### src/rtl/adc_pin_diag_pkg.sv
package adc_pin_diag_pkg;

    typedef enum logic [2:0] {
        S_IDLE,
        S_CONV_LO,
        S_CONV_HI,
        S_CONV_NORM,
        S_CLASSIFY,
        S_DONE
    } diag_state_t;

    typedef enum logic [1:0] {
        COND_GOOD     = 2'b00,
        COND_SHORT_HI = 2'b01,
        COND_SHORT_LO = 2'b10,
        COND_OPEN     = 2'b11
    } pin_cond_t;

endpackage

### src/rtl/adc_pin_diag_seq.sv
module adc_pin_diag_seq
    import adc_pin_diag_pkg::*;
#(
    parameter int CH_W = 4
) (
    input  logic            clk,
    input  logic            rst,
    input  logic            start_i,
    input  logic [CH_W-1:0] chan_i,
    input  logic            res_valid_i,
    output logic            conv_req_o,
    output logic [CH_W-1:0] conv_chan_o,
    output logic            selftest_o,
    output logic            ref_hi_o,
    output logic            samp_double_o,
    output logic            ld_vd_o,
    output logic            ld_vu_o,
    output logic            ld_vn_o,
    output logic            ld_cond_o,
    output logic            done_o
);

    diag_state_t     state_q, state_d;
    logic [CH_W-1:0] chan_q;

    // state register and channel latch
    always_ff @(posedge clk) begin
        if (rst) begin
            state_q <= S_IDLE;
            chan_q  <= '0;
        end else begin
            state_q <= state_d;
            if (state_q == S_IDLE && start_i) begin
                chan_q <= chan_i;
            end
        end
    end

    // next state
    always_comb begin
        state_d = state_q;
        unique case (state_q)
            S_IDLE:      if (start_i)     state_d = S_CONV_LO;
            S_CONV_LO:   if (res_valid_i) state_d = S_CONV_HI;
            S_CONV_HI:   if (res_valid_i) state_d = S_CONV_NORM;
            S_CONV_NORM: if (res_valid_i) state_d = S_CLASSIFY;
            S_CLASSIFY:                   state_d = S_DONE;
            S_DONE:                       state_d = S_IDLE;
            default:                      state_d = S_IDLE;
        endcase
    end

    // outputs decoded from state
    always_comb begin
        conv_req_o    = 1'b0;
        selftest_o    = 1'b0;
        ref_hi_o      = 1'b0;
        samp_double_o = 1'b0;
        ld_vd_o       = 1'b0;
        ld_vu_o       = 1'b0;
        ld_vn_o       = 1'b0;
        ld_cond_o     = 1'b0;
        done_o        = 1'b0;
        unique case (state_q)
            S_IDLE: ;
            S_CONV_LO: begin
                conv_req_o    = 1'b1;
                selftest_o    = 1'b1;
                samp_double_o = 1'b1;
                ld_vd_o       = res_valid_i;
            end
            S_CONV_HI: begin
                conv_req_o    = 1'b1;
                selftest_o    = 1'b1;
                ref_hi_o      = 1'b1;
                samp_double_o = 1'b1;
                ld_vu_o       = res_valid_i;
            end
            S_CONV_NORM: begin
                conv_req_o = 1'b1;
                ld_vn_o    = res_valid_i;
            end
            S_CLASSIFY: ld_cond_o = 1'b1;
            S_DONE:     done_o    = 1'b1;
            default: ;
        endcase
    end

    assign conv_chan_o = chan_q;

endmodule

### src/rtl/adc_pin_diag_class.sv
module adc_pin_diag_class
    import adc_pin_diag_pkg::*;
#(
    parameter int CODE_W = 12
) (
    input  logic [CODE_W-1:0] vd_i,
    input  logic [CODE_W-1:0] vu_i,
    input  logic [CODE_W-1:0] vn_i,
    input  logic [CODE_W-1:0] rail_lo_i,
    input  logic [CODE_W-1:0] rail_hi_i,
    input  logic [CODE_W-1:0] tol_i,
    output pin_cond_t         cond_o,
    output logic              indet_o
);

    logic [CODE_W-1:0] dist_vd_hi, dist_vu_lo;
    logic              is_good, is_short_hi, is_short_lo, is_open;

    always_comb begin
        dist_vd_hi = (vd_i >= rail_hi_i) ? '0 : (rail_hi_i - vd_i);
        dist_vu_lo = (vu_i <= rail_lo_i) ? '0 : (vu_i - rail_lo_i);

        is_good     = (rail_lo_i < vd_i) && (vd_i < vn_i) &&
                      (vn_i < vu_i) && (vu_i < rail_hi_i);
        is_short_hi = (vn_i == rail_hi_i) && (vu_i == rail_hi_i) &&
                      (dist_vd_hi <= tol_i);
        is_short_lo = (vn_i == rail_lo_i) && (vd_i == rail_lo_i) &&
                      (dist_vu_lo <= tol_i);
        is_open     = (vu_i == rail_hi_i) && (vd_i == rail_lo_i);

        indet_o = 1'b0;
        if (is_good)          cond_o = COND_GOOD;
        else if (is_short_hi) cond_o = COND_SHORT_HI;
        else if (is_short_lo) cond_o = COND_SHORT_LO;
        else if (is_open)     cond_o = COND_OPEN;
        else begin
            cond_o  = COND_OPEN;
            indet_o = 1'b1;
        end
    end

endmodule

### src/rtl/adc_pin_diag.sv
module adc_pin_diag
    import adc_pin_diag_pkg::*;
#(
    parameter int CODE_W = 12,
    parameter int CH_W   = 4
) (
    input  logic              clk,
    input  logic              rst,
    input  logic              start_i,
    input  logic [CH_W-1:0]   chan_i,
    output logic              conv_req_o,
    output logic [CH_W-1:0]   conv_chan_o,
    output logic              selftest_o,
    output logic              ref_hi_o,
    output logic              samp_double_o,
    input  logic              res_valid_i,
    input  logic [CODE_W-1:0] res_data_i,
    input  logic [CODE_W-1:0] rail_lo_i,
    input  logic [CODE_W-1:0] rail_hi_i,
    input  logic [CODE_W-1:0] tol_i,
    output logic              done_o,
    output logic [1:0]        cond_o,
    output logic              indet_o
);

    logic              ld_vd, ld_vu, ld_vn, ld_cond;
    logic [CODE_W-1:0] vd_q, vu_q, vn_q;
    pin_cond_t         cond_next, cond_q;
    logic              indet_next, indet_q;

    adc_pin_diag_seq #(.CH_W(CH_W)) u_seq (
        .clk          (clk),
        .rst          (rst),
        .start_i      (start_i),
        .chan_i       (chan_i),
        .res_valid_i  (res_valid_i),
        .conv_req_o   (conv_req_o),
        .conv_chan_o  (conv_chan_o),
        .selftest_o   (selftest_o),
        .ref_hi_o     (ref_hi_o),
        .samp_double_o(samp_double_o),
        .ld_vd_o      (ld_vd),
        .ld_vu_o      (ld_vu),
        .ld_vn_o      (ld_vn),
        .ld_cond_o    (ld_cond),
        .done_o       (done_o)
    );

    // result store
    always_ff @(posedge clk) begin
        if (rst) begin
            vd_q <= '0;
            vu_q <= '0;
            vn_q <= '0;
        end else begin
            if (ld_vd) vd_q <= res_data_i;
            if (ld_vu) vu_q <= res_data_i;
            if (ld_vn) vn_q <= res_data_i;
        end
    end

    adc_pin_diag_class #(.CODE_W(CODE_W)) u_class (
        .vd_i     (vd_q),
        .vu_i     (vu_q),
        .vn_i     (vn_q),
        .rail_lo_i(rail_lo_i),
        .rail_hi_i(rail_hi_i),
        .tol_i    (tol_i),
        .cond_o   (cond_next),
        .indet_o  (indet_next)
    );

    always_ff @(posedge clk) begin
        if (rst) begin
            cond_q  <= COND_GOOD;
            indet_q <= 1'b0;
        end else if (ld_cond) begin
            cond_q  <= cond_next;
            indet_q <= indet_next;
        end
    end

    assign cond_o  = cond_q;
    assign indet_o = indet_q;

endmodule

### config.mk
export PLATFORM = sky130hd
export DESIGN_NAME = adc_pin_diag
export DESIGN_NICKNAME = d
export VERILOG_FILES = /design/src/rtl/adc_pin_diag_pkg.sv /design/src/rtl/adc_pin_diag_seq.sv /design/src/rtl/adc_pin_diag_class.sv /design/src/rtl/adc_pin_diag.sv
export SDC_FILE = /design/constraint.sdc
export NUM_CORES = 1
export LEC_CHECK = 0
export BUFFER_PORTS_ARGS = -buffer_cell sky130_fd_sc_hd__buf_4
export CAP_MARGIN = 20
export CORE_ASPECT_RATIO = 1.75
export CORE_UTILIZATION = 28
export DETAILED_ROUTE_END_ITERATION = 7
export GPL_ROUTABILITY_DRIVEN = 0
export SYNTH_ARGS = -nofsm -noshare
export SYNTH_HDL_FRONTEND = slang
export SYNTH_SLANG_ARGS = --single-unit
### constraint.sdc
create_clock -name clk -period 4.5 [get_ports clk]
set_clock_uncertainty 0.2 [all_clocks]
set_input_delay 0.45 -clock clk [delete_from_list [all_inputs] [get_ports clk]]
set_output_delay 0.45 -clock clk [all_outputs]
set_load 0.05 [all_outputs]
==> reports/metrics.yaml, run 1 <==
routed_wl_mm: 15.6
cp-end-kind: "flop"
placementRows: 63
relSlewSlack_pct: 36.8
ys_ff_latch: 46
powerDensity_nw_per_um2: 218
initial_utilization_pct: 28.6
slew_viol_final: 0
period_needed_ns: 4.28
crit_fanout: 5
htreeDepth: 2
netlist_instances: 636
cts_made_buffers: 5
netSwitchingPower_w: 0.000449
critPathSlowestCell: "fa_2"
track_usage_pct: 18.2
crit_chain: "inv_2 -> ha_4 -> inv_1 -> fa_2 -> a21o_1 -> a221oi_2 -> buf_4 -> o21ai_2 -> a221oi_2 -> a31o_2 -> nor2_1 -> ha_1 -> nor2b_1 -> o211ai_1 -> a211oi_2 -> buf_4 -> a2111oi_4 -> o2111ai_2 -> nor4b_4 -> a32o_1"
synthTopCellsByCount: "94 x ha_1, 94 x nand2_1, 78 x a21oi_1"
max_freq_mhz: 234
drt_iter0_markers: 139
r2r-end: "indet_o"
drv_cap: 0
synth_flop_cell: "dfxtp_1"
cts_tree: "done"
antenna_found_initial: 0
syn_area_sq_um: 4850
ir_worst_vdd_mv: 0.223
synth_area_per_cell_sq_um: 7.62
finalInstanceArea_sq_um: 6200
setup_violations: 0
rsz0062_at_grt: "no"
portBuffers: 67
crit_family: "compound AO/OA/AOI/OAI gates"
p_int_w: 0.000901
clk_path_buf_depth: 2
synth_top_area_cell: "ha_1"
num_vias: 4773
grt_first_pass_wirelength_mm: 24.6
nets: 897
p_clk_share_pct: 31.2
r2r_cells: 20
critical-path-max-stage-delay_ns: 0.33
status: "completed"
pin_count: 68
fp.dieW_um: 101
die_area_sq_um: 17900
min_delay_path_depth: 3
clkSinkCount: 46
yosysSeqAreaShare_pct: 19.0
final.fill_count: 1820
finish.utilization_pct: 36.6
leakage_nw: 2.85
rr_startpoint: "vu_q[0]"
antennaDiodeCount: 0
postRouteAntennaNets: 0
worstHoldStart: "chan_i[0]"
overflow: 0
ys_types: 59
min_path_type: "in -> reg"
synth_top_area_share_pct: 24.3
finalHoldViolations: 0
path_clk_slew_ns: 0.07
dpl.hpwl_mm: 13.2
swShare_pct: 33.3
root_buffer: "clkbuf_16"
path_class: "reg -> reg"
drc: 0
grt_max_degree: 48
async_flop_share_pct: 0
hold-path-endpoint: "u_seq.conv_chan_o[0]"
p_seq_share_pct: 32.4
tightest_slew_ns: 0.943
dpl_cell_area_sq_um: 5910
ctsHoldBuffers: 0
synth_edf_count: 0
required_ns: 4.48
clkLatencyLatePin_ns: 0.29
wl_per_cell_um: 16.0
drt-pass1-iter-count: 4
core_area_sq_um: 16900
yosys-top-cells-area: "ha_1 24%, dfxtp_1 19%, a21oi_1 8.1%, nand2_1 7.3%, inv_1 5.8%"
syn_nets: 788
start_kind: "flop"
combPwrFrac_pct: 36.4
yosys_warnings: 0
cp_num_buf_inv: 4
syn_to_final_growth_pct: 27.9
die_h_um: 176
grt_pass1_vias: 4992
layout-drive-gt1-share_pct: 20.4
rrSetupSlack_ns: 0.22
fin_crit_sh_pct: 95.1
crit_arrival_ns: 4.26
via_per_inst: 4.91
startpoint: "vu_q[0]"
state kept, by name, indices dropped and copies added, names as in the netlist:
register	cells
cond_o	2
indet_o	1
u_seq.conv_chan_o	4
u_seq.state_q	3
vd_q	12
vn_q	12
vu_q	12
kinds of logic (layout without fill, tap and decap cells):
group,count (synthesis),in the layout,share of synthesized area [%]
buf+inv,92,201,7.46
simple gates,219,219,22.0
fa+ha+maj,96,96,25.1
compound gates,134,135,17.5
xor+xnor,44,44,7.95
flops,46,46,19.0
mux,5,5,1.03
final cells by class:
type	instances	area [sq um]	share of cell area, %
flip-flops and latches	46	922	14.9
clock buffers	6	129	2.08
clock inverters	2	37.5	0.605
repair buffers	118	886	14.3
inverters	75	282	4.54
well taps	227	284	4.58
multi-input cells	499	3660	59.0
metal layers:
| metal | up-vias | track usage [%] | wire length, um |
|---|---|---|---|
| met1 | 2191 | 16.6 | 5350 |
| met3 | 52 | 1.86 | 435 |
| met4 | 0 | 13.2 | 1150 |
| met2 | 105 | 35.7 | 8660 |
| li1 | 2425 | - | - |
| met5 | - | 0 | 0 |
worst register-to-register path, cell delays in order, from the launching register on:
cell and delay, ns:
dfxtp_1 0.32, inv_2 0.10, ha_4 0.14, inv_1 0.04
fa_2 0.33, a21o_1 0.23, a221oi_2 0.24, buf_4 0.16
o21ai_2 0.06, a221oi_2 0.30, a31o_2 0.23, nor2_1 0.06
ha_1 0.30, nor2b_1 0.14, o211ai_1 0.20, a211oi_2 0.09
buf_4 0.15, a2111oi_4 0.30, o2111ai_2 0.19, nor4b_4 0.17
a32o_1 0.22
what timing repair did:
item | 4_1_cts | 5_1_grt
gates resized for setup | 6 | 9
gates cloned | 1 | 0
buffers inserted | 1 | 5
pin swaps | 0 | 14
setup endpoints to repair | 3 | 3
power groups by stage:
stage	logic, W	registers (W)	clock network, W
after CTS	0.000489	0.000438	0.000433
after detailed placement	0.000482	0.000447	0
after global placement	0.000479	0.000446	0
final	0.000491	0.000438	0.000421
after floorplan	0.000293	0.000450	0
after global routing	0.000542	0.000440	0.000449
metrics by stage:
step                total power (W)  std cells  worst slack [ns]  hold slack, ns  TNS (ns)
floorplan                  0.000743        636             0.289           0.236         0
global placement           0.000925        959            -0.277           0.250    -0.690
detailed placement         0.000930        959            -0.234           0.248    -0.627
CTS                         0.00136        969            0.0321           0.187         0
global route                0.00143        973           0.00228           0.190         0
finish                      0.00135        973             0.219           0.195         0
how the worst max path moves through the flow:
stage,end,slack [ns],cells after the start
6_report,indet_o,0.22,20
5_1_grt,indet_o,0.002,20
4_1_cts,cond_o[0],0.03,18
3_3_place_gp,indet_o,-0.28,20
2_1_floorplan,indet_o,0.29,18
3_5_place_dp,indet_o,-0.23,21
cell usage in the layout (no fill, tap or decap), drive strengths merged, types with 15 or more instances in the layout:
cell	synthesis	layout
a21o	15	15
a21oi	78	78
buf	5	118
dfxtp	46	46
ha	94	94
inv	75	75
nand2	94	94
nand3	15	15
nand4	16	16
nor2	43	43
xnor2	15	15
xor2	29	29
Note: power is estimated with default switching activity, not from simulation.
==> run 2: changes to the inputs <==
CTS_BUF_LIST = sky130_fd_sc_hd__clkbuf_4 sky130_fd_sc_hd__clkbuf_8   (was not set)
==> reports/metrics.yaml, run 2 (synthesis gave the netlist of run 1 again) <==
status: "completed"
critical-path-max-stage-delay_ns: 0.43
max_freq_mhz: 235
clkSinkCount: 46
fin_crit_sh_pct: 94.5
pre_cts_slack_ns: -0.234
finalHoldViolations: 0
clk_path_buf_depth: 2
dpl.hpwl_mm: 13.2
via_per_inst: 4.89
setup_violations: 0
tightest_slew_ns: 0.924
nets: 895
crit_fanout: 8
dpl_cell_area_sq_um: 5910
drt-met1-wl_mm: 5.36
placementRows: 63
layout-drive-gt1-share_pct: 20.4
final.fill_count: 1830
cp_num_buf_inv: 3
fp.dieW_um: 101
pin_count: 68
critPathSlowestCell: "o41a_1"
overflow: 0
crit_family: "compound AO/OA/AOI/OAI gates"
clkLatencyLatePin_ns: 0.30
rrSetupSlack_ns: 0.25
r2r_cells: 18
path_class: "reg -> reg"
root_buffer: "clkbuf_8"
rsz0062_at_grt: "no"
cts_tree: "done"
syn_to_final_growth_pct: 26.7
final_cells: 971
die_area_sq_um: 17900
grt_first_pass_wirelength_mm: 24.6
min_delay_path_depth: 3
startpoint: "vd_q[0]"
multiInputGateArea_sq_um: 3660
highest_layer: "met4"
portBuffers: 67
num_vias: 4753
finalInstanceArea_sq_um: 6140
period_needed_ns: 4.25
track_usage_pct: 18.1
die_h_um: 176
cts_made_buffers: 5
antennaDiodeCount: 0
relSlewSlack_pct: 38.1
postRouteAntennaNets: 0
hold-path-endpoint: "u_seq.conv_chan_o[0]"
cp-end-kind: "flop"
slew_viol_final: 0
worstHoldStart: "chan_i[0]"
required_ns: 4.51
routed_wl_mm: 15.6
leakage_nw: 2.82
fin_worst_hold_slack_ns: 0.184
met2WireLength_mm: 8.64
final_cell_mix: "116 x buf_4, 94 x nand2_1, 93 x ha_1"
drt_iter0_markers: 127
start_kind: "flop"
placed_cells: 959
wl_met3_um: 424
grt_max_degree: 48
core_area_sq_um: 16900
layout_commonest_cell: "buf_4"
crit_chain: "ha_1 -> inv_1 -> fa_1 -> a21o_1 -> a221oi_4 -> o21ai_2 -> a221o_1 -> o31ai_2 -> buf_4 -> nor2_1 -> ha_1 -> buf_4 -> a21oi_1 -> a21oi_1 -> o41a_1 -> nor4_4 -> nor2_1 -> o41ai_2"
grt_pass1_vias: 4990
wl_per_cell_um: 16.0
crit_arrival_ns: 4.26
htreeDepth: 2
setup_slack_ns: 0.248
ir_worst_vdd_mv: 0.211
rr_startpoint: "vd_q[0]"
drv_cap: 0
initial_utilization_pct: 28.6
path_clk_slew_ns: 0.09
min_path_type: "in -> reg"
drt-pass1-iter-count: 4
powerDensity_nw_per_um2: 202
regArea_sq_um: 926
largest_registers: "vd_q (12), vn_q (12), vu_q (12)"
drc: 0
antenna_found_initial: 0
r2r-end: "cond_o[0]"
[run 2: how the worst max path moves through the flow]
stage	to	slack, ns	cells after the start
global placement	indet_o	-0.28	20
global route	cond_o[0]	0.007	18
finish	cond_o[0]	0.25	18
CTS	cond_o[0]	0.02	18
detailed placement	indet_o	-0.23	21
floorplan	indet_o	0.29	18
[run 2: what timing repair did]
item	4_1_cts	5_1_grt
pin swaps	0	14
cloned	1	0
gates resized for setup	6	12
setup endpoints to repair	3	3
hold buffers	0	0
setup buffers	1	3
endpoints found under the hold margin	0	0
[run 2: routing by layer]
metal / vias up / GRT usage, %
met2: 114 / 35.7
met1: 2169 / 16.6
met3: 51 / 1.74
met5: - / 0
li1: 2419 / -
met4: 0 / 12.8
[run 2: layout make-up]
type / instances / area share, %
sequential: 46 / 15.1
clock inverter: 2 / 0.611
inverter: 75 / 4.63
clock buffer: 6 / 1.24
tap: 227 / 4.63
timing repair buffer: 116 / 14.2
multi-input combinational: 499 / 59.6
[run 2: worst register-to-register path, cell delays in order, from the launching register on]
cell and delay [ns]:
dfxtp_4 0.37, ha_1 0.17, inv_1 0.06, fa_1 0.38
a21o_1 0.22, a221oi_4 0.34, o21ai_2 0.12, a221o_1 0.37
o31ai_2 0.10, buf_4 0.21, nor2_1 0.07, ha_1 0.29
buf_4 0.14, a21oi_1 0.14, a21oi_1 0.08, o41a_1 0.43
nor4_4 0.20, nor2_1 0.08, o41ai_2 0.19
[run 2: power by group]
part | switching (W) | total (W) | internal (W)
clock network | 0.000144 | 0.000316 | 0.000172
logic | 0.000273 | 0.000490 | 0.000217
registers | 0.0000170 | 0.000437 | 0.000420
[run 2: stage by stage]
stage | TNS [ns] | util (%) | total power (W)
2_1_floorplan | 0 | - | 0.000743
3_3_place_gp | -0.690 | 34.9 | 0.000925
3_5_place_dp | -0.627 | 34.9 | 0.000930
4_1_cts | 0 | 35.8 | 0.00126
5_1_grt | 0 | 36.2 | 0.00132
6_report | 0 | 36.2 | 0.00124
==> run 3: changes to the inputs <==
CORE_ASPECT_RATIO = not set   (was 1.75)
CORE_UTILIZATION = 50   (was 28)
PLACE_DENSITY = 0.71   (was not set)
==> reports/metrics.yaml, run 3 (synthesis gave the netlist of run 1 again) <==
status: "completed"
syn_to_final_growth_pct: 19.9
critical-path-max-stage-delay_ns: 0.35
portBuffers: 67
critPathSlowestCell: "fa_2"
path_class: "reg -> reg"
postRouteAntennaNets: 0
setup_slack_ns: 0.0974
rr_startpoint: "vu_q[0]"
fin_crit_sh_pct: 97.8
htreeDepth: 2
crit_top_cell: "ha_1"
track_usage_pct: 28.3
dpl.hpwl_mm: 11.6
crit_chain: "inv_2 -> ha_1 -> inv_1 -> fa_2 -> a21o_1 -> a221oi_2 -> o21ai_2 -> a221oi_1 -> a31o_2 -> buf_12 -> nor2_1 -> ha_1 -> nor2b_1 -> o211ai_1 -> a211oi_2 -> a2111oi_4 -> buf_4 -> o2111ai_1 -> nor4b_2 -> a32o_1"
max_freq_mhz: 227
final_cell_mix: "94 x nand2_1, 94 x ha_1, 92 x buf_4"
placementRows: 35
drt-pass1-iter-count: 5
crit_arrival_ns: 4.40
setup_violations: 0
r2r_cells: 20
crit_family: "compound AO/OA/AOI/OAI gates"
hold-path-endpoint: "u_seq.conv_chan_o[1]"
tightest_slew_ns: 0.666
nets: 872
clk_path_buf_depth: 2
routed_wl_mm: 14.0
grt_pass1_vias: 4706
cts_tree: "done"
drc: 0
overflow: 0
start_kind: "flop"
num_vias: 4797
r2r-end: "indet_o"
cts_made_buffers: 5
ctsHoldBuffers: 0
powerDensity_nw_per_um2: 210
worstHoldStart: "chan_i[1]"
min_path_type: "in -> reg"
wl_per_cell_um: 16.5
drt_iter0_markers: 256
clkLatencyLatePin_ns: 0.30
grt_first_pass_wirelength_mm: 22.3
cp_num_buf_inv: 4
grt_max_degree: 48
pin_count: 68
required_ns: 4.50
relSlewSlack_pct: 55.3
pre_cts_slack_ns: -0.212
finalHoldViolations: 0
drv_cap: 0
root_buffer: "clkbuf_8"
layout-drive-gt1-share_pct: 17.3
crit_fanout: 6
slew_viol_final: 0
regArea_sq_um: 922
clkSinkCount: 46
period_needed_ns: 4.40
ir_worst_vdd_mv: 0.200
multiInputGateArea_sq_um: 3620
via_per_inst: 5.64
rrSetupSlack_ns: 0.1
path_clk_slew_ns: 0.09
fp.dieW_um: 100
core_area_sq_um: 9330
antennaDiodeCount: 0
leakage_nw: 2.70
die_area_sq_um: 10100
final.fill_count: 876
initial_utilization_pct: 52.0
min_delay_path_depth: 3
cp-end-kind: "flop"
tns_ns: 0
die_h_um: 100
largest_registers: "vd_q (12), vn_q (12), vu_q (12)"
antenna_found_initial: 0
[run 3: cell types whose count changed in the layout (fill, tap and decap cells not counted), sizes merged]
cell and change:
buf -22, a31o -1
[run 3: final cells by class]
cell class,count,area share (%)
clock buffer,6,1.31
clock inverter,2,0.646
inverter,75,4.84
multi-input combinational,498,62.2
sequential,46,15.9
tap,129,2.78
timing repair buffer,94,12.3
[run 3: worst max path at each step]
stage / from / end / slack, ns / cells past startpoint
after detailed placement: rail_lo_i[0] / indet_o / -0.21 / 19
after global routing: vu_q[0] / indet_o / -0.02 / 20
after CTS: vu_q[0] / indet_o / 0.03 / 19
after global placement: rail_lo_i[0] / indet_o / -0.14 / 18
final: vu_q[0] / indet_o / 0.1 / 20
after floorplan: rail_hi_i[0] / indet_o / 0.29 / 18
[run 3: metal layers]
layer | GRT usage [%] | wire length, um | up-vias
li1 | - | - | 2368
met1 | 34.9 | 6120 | 2209
met2 | 49.4 | 6720 | 177
met3 | 2.77 | 638 | 43
met4 | 13.8 | 564 | 0
met5 | 0 | 0 | -
[run 3: where the power goes]
group	total, W	leakage, nW	internal (W)	switching (W)
clock network	0.000317	0.0548	0.000172	0.000145
logic	0.000462	2.27	0.000202	0.000260
registers	0.000439	0.373	0.000421	0.0000188
[run 3: worst min-delay path, cell delays in order]
cell,delay (ns)
buf_4,0.08
mux2i_1,0.05
nor2_1,0.07
[run 3: stage by stage]
step	instance area (sq um)	cells	hold WS (ns)	power, W	utilization [%]
after global placement	5590	836	0.245	0.000879	59.9
after detailed placement	5590	836	0.258	0.000896	59.9
after CTS	5730	846	0.178	0.00121	61.4
after floorplan	4850	636	0.236	0.000743	-
final	5810	850	0.183	0.00122	62.3
after global routing	5810	850	0.198	0.00129	62.3
[run 3: timing repair]
item                                   in CTS  in global routing
buffers inserted                            2                  3
setup endpoints to repair                   2                  3
resized for setup                           2                 10
endpoints found under the hold margin       0                  0
pin swaps                                   1                  5
gates cloned                                0                  1
